--- config.mk ---
export PLATFORM = sky130hd
export DESIGN_NAME = sclClockGen
export DESIGN_NICKNAME = d
export VERILOG_FILES = /design/src/rtl/sclGenPkg.sv /design/src/rtl/sclDivDatapath.sv /design/src/rtl/sclPhaseCtrl.sv /design/src/rtl/sclClockGen.sv
export SDC_FILE = /design/constraint.sdc
export NUM_CORES = 1
export LEC_CHECK = 0
export BUFFER_PORTS_ARGS = -buffer_cell sky130_fd_sc_hd__clkbuf_2
export CAP_MARGIN = 0
export CORE_MARGIN = 2
export CORE_UTILIZATION = 56
export CTS_CLUSTER_SIZE = 40
export DETAILED_ROUTE_END_ITERATION = 16
export GPL_TIMING_DRIVEN = 1
export PLACE_DENSITY = 0.77
export SLEW_MARGIN = 5
export SYNTH_ARGS = -nofsm -noshare
export SYNTH_HDL_FRONTEND = slang
export SYNTH_SLANG_ARGS = --single-unit
export TNS_END_PERCENT = 1
--- constraint.sdc ---
create_clock -name clk -period 2.48 [get_ports clk]
set_input_delay 0.372 -clock clk [delete_from_list [all_inputs] [get_ports clk]]
set_output_delay 0.372 -clock clk [all_outputs]
set_load 0.005 [all_outputs]
--- src/rtl/sclGenPkg.sv ---
package sclGenPkg;

  typedef enum logic [1:0] {
    ST_IDLE = 2'd0,
    ST_LOW  = 2'd1,
    ST_HIGH = 2'd2
  } phaseState_t;

  // strobes from phase control to the divider datapath
  typedef struct packed {
    logic clear;
    logic loadLow;
    logic loadHigh;
    logic count;
  } dpCtl_t;

  localparam logic [1:0] SEL_PRESCALE = 2'd0;
  localparam logic [1:0] SEL_LOW      = 2'd1;
  localparam logic [1:0] SEL_HIGH     = 2'd2;

  localparam int OFF_W = 3;

endpackage

--- src/rtl/sclDivDatapath.sv ---
module sclDivDatapath
  import sclGenPkg::*;
#(
  parameter int PSC_W        = 8,
  parameter int CNT_W        = 16,
  parameter bit FIXED_OFFSET = 1'b0
) (
  input  logic             clk,
  input  logic             rstN,
  input  logic             runEn,
  input  logic             cfgWe,
  input  logic [1:0]       cfgSel,
  input  logic [CNT_W-1:0] cfgData,
  input  dpCtl_t           ctl,
  output logic             atLast
);

  localparam int LEN_W = CNT_W + 1;

  logic [PSC_W-1:0] pscReg;
  logic [CNT_W-1:0] lowReg;
  logic [CNT_W-1:0] highReg;
  logic [PSC_W-1:0] preCnt;
  logic [LEN_W-1:0] phCnt;
  logic [OFF_W-1:0] offset;
  logic [LEN_W-1:0] lowLen;
  logic [LEN_W-1:0] highLen;
  logic             preWrap;

  // settings accepted only while the controller is held idle
  always_ff @(posedge clk) begin
    if (!rstN) begin
      pscReg  <= '0;
      lowReg  <= '0;
      highReg <= '0;
    end else if (cfgWe && !runEn) begin
      case (cfgSel)
        SEL_PRESCALE: pscReg  <= cfgData[PSC_W-1:0];
        SEL_LOW:      lowReg  <= cfgData;
        SEL_HIGH:     highReg <= cfgData;
        default: ;
      endcase
    end
  end

  generate
    if (FIXED_OFFSET) begin : gFixedOff
      assign offset = OFF_W'(6);
    end else begin : gScaledOff
      always_comb begin
        if (pscReg == '0)                 offset = OFF_W'(7);
        else if (pscReg == PSC_W'(1))     offset = OFF_W'(6);
        else                              offset = OFF_W'(5);
      end
    end
  endgenerate

  assign lowLen  = {1'b0, lowReg}  + LEN_W'(offset);
  assign highLen = {1'b0, highReg} + LEN_W'(offset);
  assign preWrap = (preCnt == pscReg);
  assign atLast  = preWrap && (phCnt == '0);

  always_ff @(posedge clk) begin
    if (!rstN || ctl.clear) begin
      preCnt <= '0;
      phCnt  <= '0;
    end else if (ctl.loadLow) begin
      preCnt <= '0;
      phCnt  <= lowLen - LEN_W'(1);
    end else if (ctl.loadHigh) begin
      preCnt <= '0;
      phCnt  <= highLen - LEN_W'(1);
    end else if (ctl.count) begin
      if (preWrap) begin
        preCnt <= '0;
        if (phCnt != '0) phCnt <= phCnt - LEN_W'(1);
      end else begin
        preCnt <= preCnt + PSC_W'(1);
      end
    end
  end

endmodule

--- src/rtl/sclPhaseCtrl.sv ---
module sclPhaseCtrl
  import sclGenPkg::*;
(
  input  logic   clk,
  input  logic   rstN,
  input  logic   runEn,
  input  logic   genEn,
  input  logic   sclIn,
  input  logic   atLast,
  output dpCtl_t ctl,
  output logic   sclDriveLow,
  output logic   phaseStrobe
);

  phaseState_t state;
  phaseState_t nextState;
  logic        phaseEnd;

  always_comb begin
    ctl       = '0;
    nextState = state;
    phaseEnd  = 1'b0;
    if (!runEn) begin
      ctl.clear = 1'b1;
      nextState = ST_IDLE;
    end else begin
      case (state)
        ST_IDLE: begin
          if (genEn) begin
            ctl.loadLow = 1'b1;
            nextState   = ST_LOW;
          end
        end
        ST_LOW: begin
          ctl.count = genEn;
          phaseEnd  = genEn && atLast;
          if (phaseEnd) begin
            ctl.loadHigh = 1'b1;
            nextState    = ST_HIGH;
          end
        end
        ST_HIGH: begin
          // a low line during the high phase means another device stretches
          ctl.count = genEn && sclIn;
          phaseEnd  = genEn && sclIn && atLast;
          if (phaseEnd) begin
            ctl.loadLow = 1'b1;
            nextState   = ST_LOW;
          end
        end
        default: nextState = ST_IDLE;
      endcase
    end
  end

  always_ff @(posedge clk) begin
    if (!rstN) begin
      state       <= ST_IDLE;
      sclDriveLow <= 1'b0;
      phaseStrobe <= 1'b0;
    end else begin
      state       <= nextState;
      sclDriveLow <= (nextState == ST_LOW);
      phaseStrobe <= ctl.loadLow || ctl.loadHigh;
    end
  end

endmodule

--- src/rtl/sclClockGen.sv ---
module sclClockGen
  import sclGenPkg::*;
#(
  parameter int PSC_W        = 8,
  parameter int CNT_W        = 16,
  parameter bit FIXED_OFFSET = 1'b0
) (
  input  logic             clk,
  input  logic             rstN,
  input  logic             runEn,
  input  logic             genEn,
  input  logic             cfgWe,
  input  logic [1:0]       cfgSel,
  input  logic [CNT_W-1:0] cfgData,
  input  logic             sclIn,
  output logic             sclDriveLow,
  output logic             phaseStrobe
);

  dpCtl_t ctl;
  logic   atLast;

  sclPhaseCtrl uCtrl (
    .clk         (clk),
    .rstN        (rstN),
    .runEn       (runEn),
    .genEn       (genEn),
    .sclIn       (sclIn),
    .atLast      (atLast),
    .ctl         (ctl),
    .sclDriveLow (sclDriveLow),
    .phaseStrobe (phaseStrobe)
  );

  sclDivDatapath #(
    .PSC_W        (PSC_W),
    .CNT_W        (CNT_W),
    .FIXED_OFFSET (FIXED_OFFSET)
  ) uDp (
    .clk     (clk),
    .rstN    (rstN),
    .runEn   (runEn),
    .cfgWe   (cfgWe),
    .cfgSel  (cfgSel),
    .cfgData (cfgData),
    .ctl     (ctl),
    .atLast  (atLast)
  );

endmodule

== Word level (Yosys, flattened, before mapping) ==
Cells that the tools add are included.
W data, S select, Z words.
Cells by class
  $add $sub $neg: 6
  multipliers: 0
  divide/modulo/power cells: 0
  order comparisons: 0
  equality and inequality tests: 7
  shift operators: 0
  mux-type cells: 21
  bitwise logic cells: 0
  reduce and logical (&&, ||, !) cells: 22
Operator list (number)
  $mux W17: 5
  $sub A17 B1 Y17 const B: 3
  $add A16 B3 Y17: 2
  $logic_not A17 Y1: 1
  $reduce_bool A17 Y1: 1
  $mux W2: 5
  $reduce_bool A3 Y1: 3
  $add A8 B1 Y8 const B: 1
  $eq A8 B1 Y1 const B: 1
  $eq A8 B8 Y1: 1
  $logic_not A8 Y1: 1
  $mux W8: 1
  $eq A2 B1 Y1 const B: 3
  $mux W3: 2
  $pmux W2 S3: 1
  $reduce_and A2 Y1: 3
  $logic_and A1 B1 Y1: 5
  $mux W1: 5
  $eq A2 B2 Y1 const B: 2
  $logic_not A2 Y1: 2
  $pmux W1 S2: 2
  $reduce_and A3 Y1: 1
  $reduce_or A3 Y1: 1
  $logic_not A1 Y1: 2
  $logic_or A1 B1 Y1: 2
Storage, ports and cells
  register bits: 69
  bits in latches: 0
  memory bits (writable): 0
  ROM bits: 0
  input port bits: 24
  output and inout port bits: 2
  word-level logic and storage cells: 64
  memories kept: 0

== Depth between registers and ports, before layout ==
Gate-level depths: netlist of the first run.
  depth after elaboration: 9
  mapped depth: 12
  gate-level depth less buffers: 12

== Cells and area by module ==
Synthesis of the first run repeated with hierarchy kept, for this count alone.
Second synthesis, totals
  cell total of the unflattened synthesis: 503
  area, all modules: 4071.4 sq um
By module, submodules not included
  sclDivDatapath: instances 1, cells an instance 470, area an instance 3771.1 sq um, seq. area each 1301.2 sq um
  sclPhaseCtrl: instances 1, cells an instance 33, area an instance 300.3 sq um, seq. area each 80.1 sq um

== Least setup slack after synthesis of the first run ==
No wires, ideal clock.
  path type: flip-flop to flip-flop
  start: register uDp.pscReg[4]
  end: register uDp.phCnt[15]
  setup time: 92 ps
  arrival: 2570 ps
  required time: 2388 ps
  path slack: -182 ps
  cell stages (with the launch flop): 13
  buffers on the path: 0
  clock period less this slack: 2662 ps
  path through: dfxtp_1 -> nor4_1 -> nand2_1 -> ha_1 -> inv_1 -> ha_1 -> fa_1 -> nand3_1 -> nor2_1 -> and4_1 -> o311ai_0 -> o211ai_1 -> o32ai_1
Between the ends
  word-level cells in the longest chain between the ends: 8
  elaborated cells between the ends (all ways): 23
  classes of those cells: add/sub (4); eq/ne (2); mux (9); reduce/logical (8)
Ends and longest elaborated chain
  from (decl): line sclDivDatapath.sv:20  | logic [PSC_W-1:0] pscReg;
  from (signal assigned): line sclDivDatapath.sv:38  | SEL_PRESCALE: pscReg <= cfgData[PSC_W-1:0];
  branches (longest 8 deep; another with $add A16 B3 Y17)
  to (signal assigned): line sclDivDatapath.sv:69  | phCnt <= lowLen - LEN_W'(1);
  to (signal assigned): line sclDivDatapath.sv:72  | phCnt <= highLen - LEN_W'(1);
  to (signal assigned): line sclDivDatapath.sv:76  | if (phCnt != '0) phCnt <= phCnt - LEN_W'(1);
  to (decl): line sclDivDatapath.sv:24  | logic [LEN_W-1:0] phCnt;
Several ways; the timed one is not identified.
A chain may end at the register's enable or synchronous reset.

== Final worst setup path of the first run ==
  start: register uDp.pscReg[7]
  end: register uDp.phCnt[15]
The elaborated chain is that of the path after synthesis.

==> results of run 1 <==
-- cell families (layout without fill, tap and decap cells) --
| kind of cell | after synthesis | in the layout |
|---|---|---|
| buf+inv | 41 | 115 |
| flops | 69 | 69 |
| mux | 3 | 3 |
| simple gates | 255 | 255 |
| xor+xnor | 49 | 49 |
| compound gates | 126 | 126 |
| fa+ha+maj | 17 | 17 |
-- cells in the mapped netlist (3+ instances only) --
master and number:
sky130_fd_sc_hd__o31ai_1 7, sky130_fd_sc_hd__xor2_1 21, sky130_fd_sc_hd__o21ai_0 17, sky130_fd_sc_hd__a211oi_1 4
sky130_fd_sc_hd__a21oi_1 13, sky130_fd_sc_hd__nor4_1 13, sky130_fd_sc_hd__xnor2_1 28, sky130_fd_sc_hd__a31oi_1 10
sky130_fd_sc_hd__nand3_1 21, sky130_fd_sc_hd__mux2i_1 3, sky130_fd_sc_hd__nand2b_1 5, sky130_fd_sc_hd__a21boi_0 41
sky130_fd_sc_hd__nor4b_1 3, sky130_fd_sc_hd__nand4_1 13, sky130_fd_sc_hd__nor3b_1 3, sky130_fd_sc_hd__o211ai_1 6
sky130_fd_sc_hd__o2111ai_1 3, sky130_fd_sc_hd__and4_1 4, sky130_fd_sc_hd__nor2_1 30, sky130_fd_sc_hd__or3_1 4
sky130_fd_sc_hd__and3_1 11, sky130_fd_sc_hd__nor3_1 10, sky130_fd_sc_hd__clkbuf_1 20, sky130_fd_sc_hd__or4_1 5
sky130_fd_sc_hd__o22ai_1 6, sky130_fd_sc_hd__nand2_1 112, sky130_fd_sc_hd__dfxtp_1 69, sky130_fd_sc_hd__and2_1 7
sky130_fd_sc_hd__ha_1 15, sky130_fd_sc_hd__inv_1 18
-- flip-flops by register name (all words and copies together), names as in the netlist --
signal and count:
uDp.phCnt 17, uDp.highReg 16, uDp.lowReg 16, uDp.preCnt 8, uDp.pscReg 8, uCtrl.state 2, uCtrl.phaseStrobe 1, uCtrl.sclDriveLow 1
-- per-stage QoR --
| step | power [mW] | util | std cells | TNS [ns] |
|---|---|---|---|---|
| finish | 2.75 | 0.701 | 736 | -0.585 |
| global route | 2.85 | 0.701 | 736 | -1.87 |
| CTS | 2.69 | 0.688 | 735 | -1.37 |
| detailed placement | 1.85 | 0.656 | 719 | -2.11 |
| global placement | 1.85 | 0.656 | 719 | -0.723 |
| floorplan | 1.60 | - | 560 | -0.00473 |
-- worst paths after layout --
check                                      end  slack, ns  cells after the start
hold reg to reg     uDp.lowReg[0]$_SDFFE_PN0P_       0.47                      2
hold / removal    uDp.highReg[15]$_SDFFE_PN0P_       0.26                      3
setup reg to reg    uDp.phCnt[15]$_SDFFE_PP0P_      -0.18                     12
setup / recovery    uDp.phCnt[15]$_SDFFE_PP0P_      -0.18                     12
-- layout make-up --
cell class / instances / area, um2 / share of cell area
clock buffers: 10 / 128 / 0.0237
clock inverters: 6 / 46.3 / 0.00859
inverters: 18 / 67.6 / 0.0125
multi-input cells: 450 / 3090 / 0.574
flip-flops and latches: 69 / 1380 / 0.257
well taps: 102 / 128 / 0.0237
repair buffers: 81 / 546 / 0.101
-- per-layer routing --
layer	GRT usage	part of all wire
met4	0.173	0.050
met5	0	0
met2	0.527	0.44
met1	0.411	0.42
met3	0.0610	0.081
-- report_power, final --
| part | switching [mW] | leakage, nW | internal [mW] |
|---|---|---|---|
| sequential | 0.0349 | 0.559 | 1.13 |
| combinational | 0.410 | 1.38 | 0.320 |
| clock | 0.479 | 0.0833 | 0.370 |
-- timing repair --
action,in CTS,in global routing
endpoints found under the hold margin,0,0
gates resized for setup,16,22
buffers inserted,0,1
pin swaps,15,18
cloned,0,0
setup endpoints to repair,14,15
-- critical path, delay by kind of cell, from the launching register on --
kind | cells | cell delay (ns)
AOI/OAI and AO/OA | 3 | 0.52
and+or+nand+nor | 5 | 0.80
adders and majority gates | 3 | 0.86
DFF | 1 | 0.34
buffers and inverters | 1 | 0.05
==> implementation parameters, run 1 <==
Parameter                              Value

Clock tree
  H-tree depth    3
  Number of buffers created by CTS    9
  Clock tree from TritonCTS    done
  Worst-Skew Late Latency    0.36 ns
  Clock sinks    69
  Hold_buf cts    0
  Clock transition at the registers of the reported paths    0.08 ns
  Worst-case clock buffer depth    2
  Cell at the root of the clock tree    sky130_fd_sc_hd__clkbuf_8

Setup path
  Highest-delay cell along the critical path    sky130_fd_sc_hd__fa_2
  Cells along the critical path    nor4_4 -> nand2_1 -> ha_1 -> inv_2 -> ha_4 -> fa_2 -> nand3_4 -> nor2_4 -> and4_1 -> o311ai_2 -> o211ai_1 -> o32ai_1
  Element type at the critical path end    flop
  Category of the most critical setup path    reg2reg
  Data required time at the worst endpoint    2.75 ns
  Type of element launching the critical path    flop
  Origin of the worst setup path    uDp.pscReg[7]$_SDFFE_PN0P_
  Crit path DAT    2.93 ns
  Crit path max fanout    6
  Largest incremental delay on the critical path    0.39 ns
  Launch instance of the worst register-to-register path    uDp.pscReg[7]$_SDFFE_PN0P_

Synth
  Simple-gate portion of the synthesized area    0.298
  Multiplexer area fraction after synthesis    0.00678
  Share of the synthesized area in compound gates (AO/OA/AOI/OAI)    0.199
  Adder-Cell Fraction of Synth Area    0.0514
  Count of flip-flops with a built-in enable after synthesis    0
  Dominant cells by area after synthesis    sky130_fd_sc_hd__dfxtp_1 (31%), sky130_fd_sc_hd__nand2_1 (9.5%), sky130_fd_sc_hd__a21boi_0 (6.9%)
  Xor and xnor fraction of the mapped netlist area    0.0968
  Post-Synthesis Cell Area    4430 um2
  Synthesized instance count    560
  Post-synth top area share    0.312
  Net count of the mapped netlist    601
  Cell type with the highest aggregate area in the netlist    sky130_fd_sc_hd__dfxtp_1
  Synth warnings    0
  Sequential share of the synthesized area    0.312
  Count of distinct cell types in the synthesized netlist    60
  Mean instance size in the synthesized netlist    7.91 um2
  Synthesized flop and latch total    69
  Post-synth ARST share    0
  Main combinational cell family by area after synthesis    simple AND/OR/NAND/NOR gates
  Dominant synthesized flop cell    sky130_fd_sc_hd__dfxtp_1

Final layout
  Post-layout net count    670
  Layout Cell Area excl Fill    5390 um2
  Commonest cells after routing, fill and taps aside    sky130_fd_sc_hd__nand2_1 (112), sky130_fd_sc_hd__dfxtp_1 (67), sky130_fd_sc_hd__buf_4 (56)
  Share of post-route cells with drive strength above 1    0.227
  Most common cell after layout, fill and taps aside    sky130_fd_sc_hd__nand2_1
  Number of inserted filler cells in the final layout    624
  Number of antenna diodes    0
  Area growth, synth to finish    21.7%

Drt
  Via-to-Cell Ratio    6.18
  Iter 0 DRT Violations    525
  Drt drc    0
  Detailed-route wire length per cell    18.4 um
  Overall routed net length    13600 um
  Antenna-violating nets left    0
  Vias after detailed routing    4549
  Number of iterations in the first detailed-routing pass    5

Floorplan
  Effective utilization at floorplan    0.576
  Standard-cell row count    32
  Die outline area    8640 um2
  Floorplan core area    7690 um2
  Y dimension of the die    93.0 um
  Die X-Extent    93.0 um
  Top Ports    26

Flow run
  Number of maximum-capacitance constraint violations    0

Timing
  Max-slew headroom at the worst pin    0.421
  Max Slew Vio Count    0
  Final setup violation count    7
  Achievable clock frequency    376 MHz
  Worst Skew    0.0134 ns
  Final period util    1.07
  Final Hold Fails    0
  Actual slew at the worst max-slew pin    0.865 ns
  Setup slack of the critical path after layout    -0.182 ns
  Final period demand of the worst path    2.66 ns
  Worst-case hold slack    0.258 ns
  RSZ-0062 raised after global routing    true

Pwr
  Peak supply drop    0.478 mV
  Power density normalized to cell area    510 nW/um2
  Leak    2.02 nW

Placement
  DP Area    5040 um2
  Post-placement setup slack    -0.262 ns
  GP Congestion    1.09
  Number of I/O port buffers    25
  Estimated wirelength of the detail-placed design    10200 um

Min path
  Worst hold path class    in2reg
  Startpoint of the most critical hold path    cfgData[15]

GRT
  Total global routing overflow    0
  Maximum number of pins on one net before global-route repair    42
  Wire length of the first global-routing pass    22100 um
  Initial antenna violation count    0
  Total GRT Usage    0.326
  Number of global-route vias before repair    4481

Outcome
  Violations in the final reports    negative setup slack
  Outcome    finished, violations left
(Power assumes the default switching activity.)
==> inputs of run 2 (changes only) <==
--- a/config.mk
+++ b/config.mk
@@ -13,6 +13,7 @@
 export DETAILED_ROUTE_END_ITERATION = 16
 export GPL_TIMING_DRIVEN = 1
 export PLACE_DENSITY = 0.77
+export SETUP_SLACK_MARGIN = 0.1
 export SLEW_MARGIN = 5
 export SYNTH_ARGS = -nofsm -noshare
 export SYNTH_HDL_FRONTEND = slang
==> run 2 against run 1 <==
  * The run still ends with negative setup slack left
  * Non-clock buffer count rose by 7
  * Sequential power about the same
  * Critical path depth is 1 higher
  * Via count grew 0.62%
  * Hold slack improved by 0.0031 ns
  * Final cell count is 0.95% higher
  * Fmax increased by 0.97%
  * Clock-buffer cell count is 1 higher
  * Register-to-register slack improved by 0.03 ns
  * Critical path type unchanged
==> implementation parameters, run 2 (synthesis gave the netlist of run 1 again) <==
Parameter                              Value

Outcome
  Outcome    finished, violations left
  Violations in the final reports    negative setup slack

GRT
  Initial antenna violation count    0 (unchanged)
  Total global routing overflow    0 (unchanged)
  Number of global-route vias before repair    4521 (+0.89%)
  GRT Max-Usage Layer    met2
  Met2 capacity usage during global routing    0.544 (+0.0175)
  Maximum number of pins on one net before global-route repair    42 (unchanged)
  GR Layer Usage met1    0.418 (+0.00659)
  Wire length of the first global-routing pass    22200 um (+0.69%)
  Total GRT Usage    0.329 (+0.00309)
  GR Layer Usage met3    0.0708 (+0.00976)

Final layout
  Number of antenna diodes    0 (unchanged)
  Post-layout net count    677 (+1.0%)
  Area growth, synth to finish    21.9%
  Layout Cell Area excl Fill    5400 um2 (+0.19%)
  Share of post-route cells with drive strength above 1    0.226 (-0.000920)
  Commonest cells after routing, fill and taps aside    sky130_fd_sc_hd__nand2_1 (112), sky130_fd_sc_hd__dfxtp_1 (67), sky130_fd_sc_hd__buf_4 (63)
  Registers with the most flip-flops    uDp.phCnt x17, uDp.highReg x16, uDp.lowReg x16
  Largest Register    uDp.phCnt
  Number of inserted filler cells in the final layout    603 (-3.4%)
  Max FFs per register    17 (unchanged)
  Most common cell after layout, fill and taps aside    sky130_fd_sc_hd__nand2_1

Floorplan
  Top Ports    26 (unchanged)
  Effective utilization at floorplan    0.576 (unchanged)
  Y dimension of the die    93.0 um (unchanged)
  Standard-cell row count    32 (unchanged)
  Floorplan core area    7690 um2 (unchanged)
  Die outline area    8640 um2 (unchanged)
  Die X-Extent    93.0 um (unchanged)

Timing
  Actual slew at the worst max-slew pin    0.813 ns (-0.0525 ns)
  Final Hold Fails    0 (unchanged)
  Achievable clock frequency    379 MHz (+0.97%)
  Max-slew headroom at the worst pin    0.453 (+0.0321)
  Setup slack of the critical path after layout    -0.157 ns (+0.0255 ns)
  Worst-case hold slack    0.261 ns (+0.00306 ns)
  Final setup violation count    8 (+1)
  Max Slew Vio Count    0 (unchanged)
  Worst Skew    0.0140 ns (+0.000605 ns)
  RSZ-0062 raised after global routing    true
  Final period util    1.06 (-0.0103)
  Final period demand of the worst path    2.64 ns (-0.0255 ns)

Pwr
  Power density normalized to cell area    513 nW/um2 (+0.68%)
  Combinational fraction of design power    0.260 (-0.006)
  Switching share of power    0.327 (-0.00899)
  Register share of total power    0.421 (-0.004)
  Clock share of power    0.319 (+0.010)
  Peak supply drop    0.480 mV (+0.24%)
  Leak    2.02 nW (+0.19%)
  Int Power    1.86 mW (+2.2%)
  P_sw    907 uW (-1.8%)

Setup path
  Crit path DAT    2.88 ns (-0.05 ns)
  CP top delay family    simple AND/OR/NAND/NOR gates
  Type of element launching the critical path    flop
  Cells along the critical path    nor4_4 -> and3_1 -> ha_1 -> inv_1 -> ha_4 -> fa_2 -> nand3_4 -> buf_4 -> xnor2_1 -> nor3_1 -> mux2i_1 -> o221ai_1 -> o21ai_1
  Data required time at the worst endpoint    2.73 ns (-0.02 ns)
  Element type at the critical path end    flop
  Largest incremental delay on the critical path    0.37 ns (-0.02 ns)
  Buffer and inverter count on the worst path    2 (+1)
  Highest-delay cell along the critical path    sky130_fd_sc_hd__fa_2
  Crit path max fanout    6 (unchanged)
  Category of the most critical setup path    reg2reg

Placement
  Number of I/O port buffers    25 (unchanged)
  GP Congestion    1.03 (-4.7%)
  DP Area    5110 um2 (+1.4%)
  Estimated wirelength of the detail-placed design    10300 um (+0.94%)
  Post-placement setup slack    -0.214 ns (+0.0479 ns)

Clock tree
  Clock sinks    69 (unchanged)
  Cell at the root of the clock tree    sky130_fd_sc_hd__clkbuf_8
  H-tree depth    3 (unchanged)
  Worst-Skew Late Latency    0.35 ns (about the same)
  Hold_buf cts    0 (unchanged)
  Worst-case clock buffer depth    2 (unchanged)
  Clock transition at the registers of the reported paths    0.08 ns (about the same)
  Number of buffers created by CTS    9 (unchanged)
  Clock tree from TritonCTS    done

Drt
  Iter 0 DRT Violations    520 (-0.95%)
  Number of iterations in the first detailed-routing pass    7 (+2)
  Detailed-route wire length per cell    18.7 um (+1.3%)
  Vias after detailed routing    4577 (+0.62%)
  Via-to-Cell Ratio    6.16 (-0.33%)
  Overall routed net length    13900 um (+2.2%)
  Drt drc    0 (unchanged)
  Antenna-violating nets left    0 (unchanged)

Min path
  Worst hold path class    in2reg

Flow run
  Number of maximum-capacitance constraint violations    0 (unchanged)
## run 2: cell type report
| type | instances | area, um2 | area share |
|---|---|---|---|
| clock buffer | 11 | 151 | 0.0280 |
| clock inverter | 5 | 33.8 | 0.00625 |
| inverter | 18 | 67.6 | 0.0125 |
| multi-input combinational | 450 | 3040 | 0.563 |
| sequential | 69 | 1380 | 0.256 |
| tap | 102 | 128 | 0.0236 |
| timing repair buffer | 88 | 598 | 0.111 |
## run 2: per-stage QoR
step                      TNS [ns]  total power [mW]   util  instances
after floorplan                  0              1.61      -        560
after global placement      -0.477              1.84  0.665        726
after detailed placement     -1.66              1.85  0.665        726
after CTS                   -0.849              2.73  0.697        743
after global routing         -2.27              2.87  0.703        743
final                       -0.771              2.77  0.703        743
## run 2: timing repair
item                                    CTS  global route
endpoints found under the setup margin   16            18
setup buffers                             1             0
pin swaps                                10             1
resized for setup                        11            12
## run 2: worst paths after layout
kind | depth (start not counted) | start | slack (ns) | endpoint
worst max-delay path | 13 | uDp.pscReg[4]$_SDFFE_PN0P_ | -0.16 | uDp.phCnt[5]$_SDFFE_PP0P_
worst min-delay path | 3 | cfgData[10] | 0.26 | uDp.highReg[10]$_SDFFE_PN0P_
worst max register to register | 13 | uDp.pscReg[4]$_SDFFE_PN0P_ | -0.16 | uDp.phCnt[5]$_SDFFE_PP0P_
worst min register to register | 2 | uDp.lowReg[1]$_SDFFE_PN0P_ | 0.47 | uDp.lowReg[1]$_SDFFE_PN0P_
## run 2: worst min-delay path, cell delays in order
cell	delay, ns
sky130_fd_sc_hd__clkbuf_2	0.09
sky130_fd_sc_hd__nand2_1	0.05
sky130_fd_sc_hd__a21boi_0	0.06
## run 2: power groups by stage
stage	logic [mW]	clock network, mW	registers [mW]
after floorplan	0.420	0	1.18
final	0.721	0.884	1.17
after global placement	0.654	0	1.19
after CTS	0.685	0.885	1.16
after detailed placement	0.662	0	1.19
after global routing	0.776	0.925	1.17
## run 2: per-layer routing
layer	vias to the layer above	part of all wire
met5	-	0
met4	0	0.039
met3	66	0.068
met2	214	0.46
met1	2132	0.43
li1	2165	-
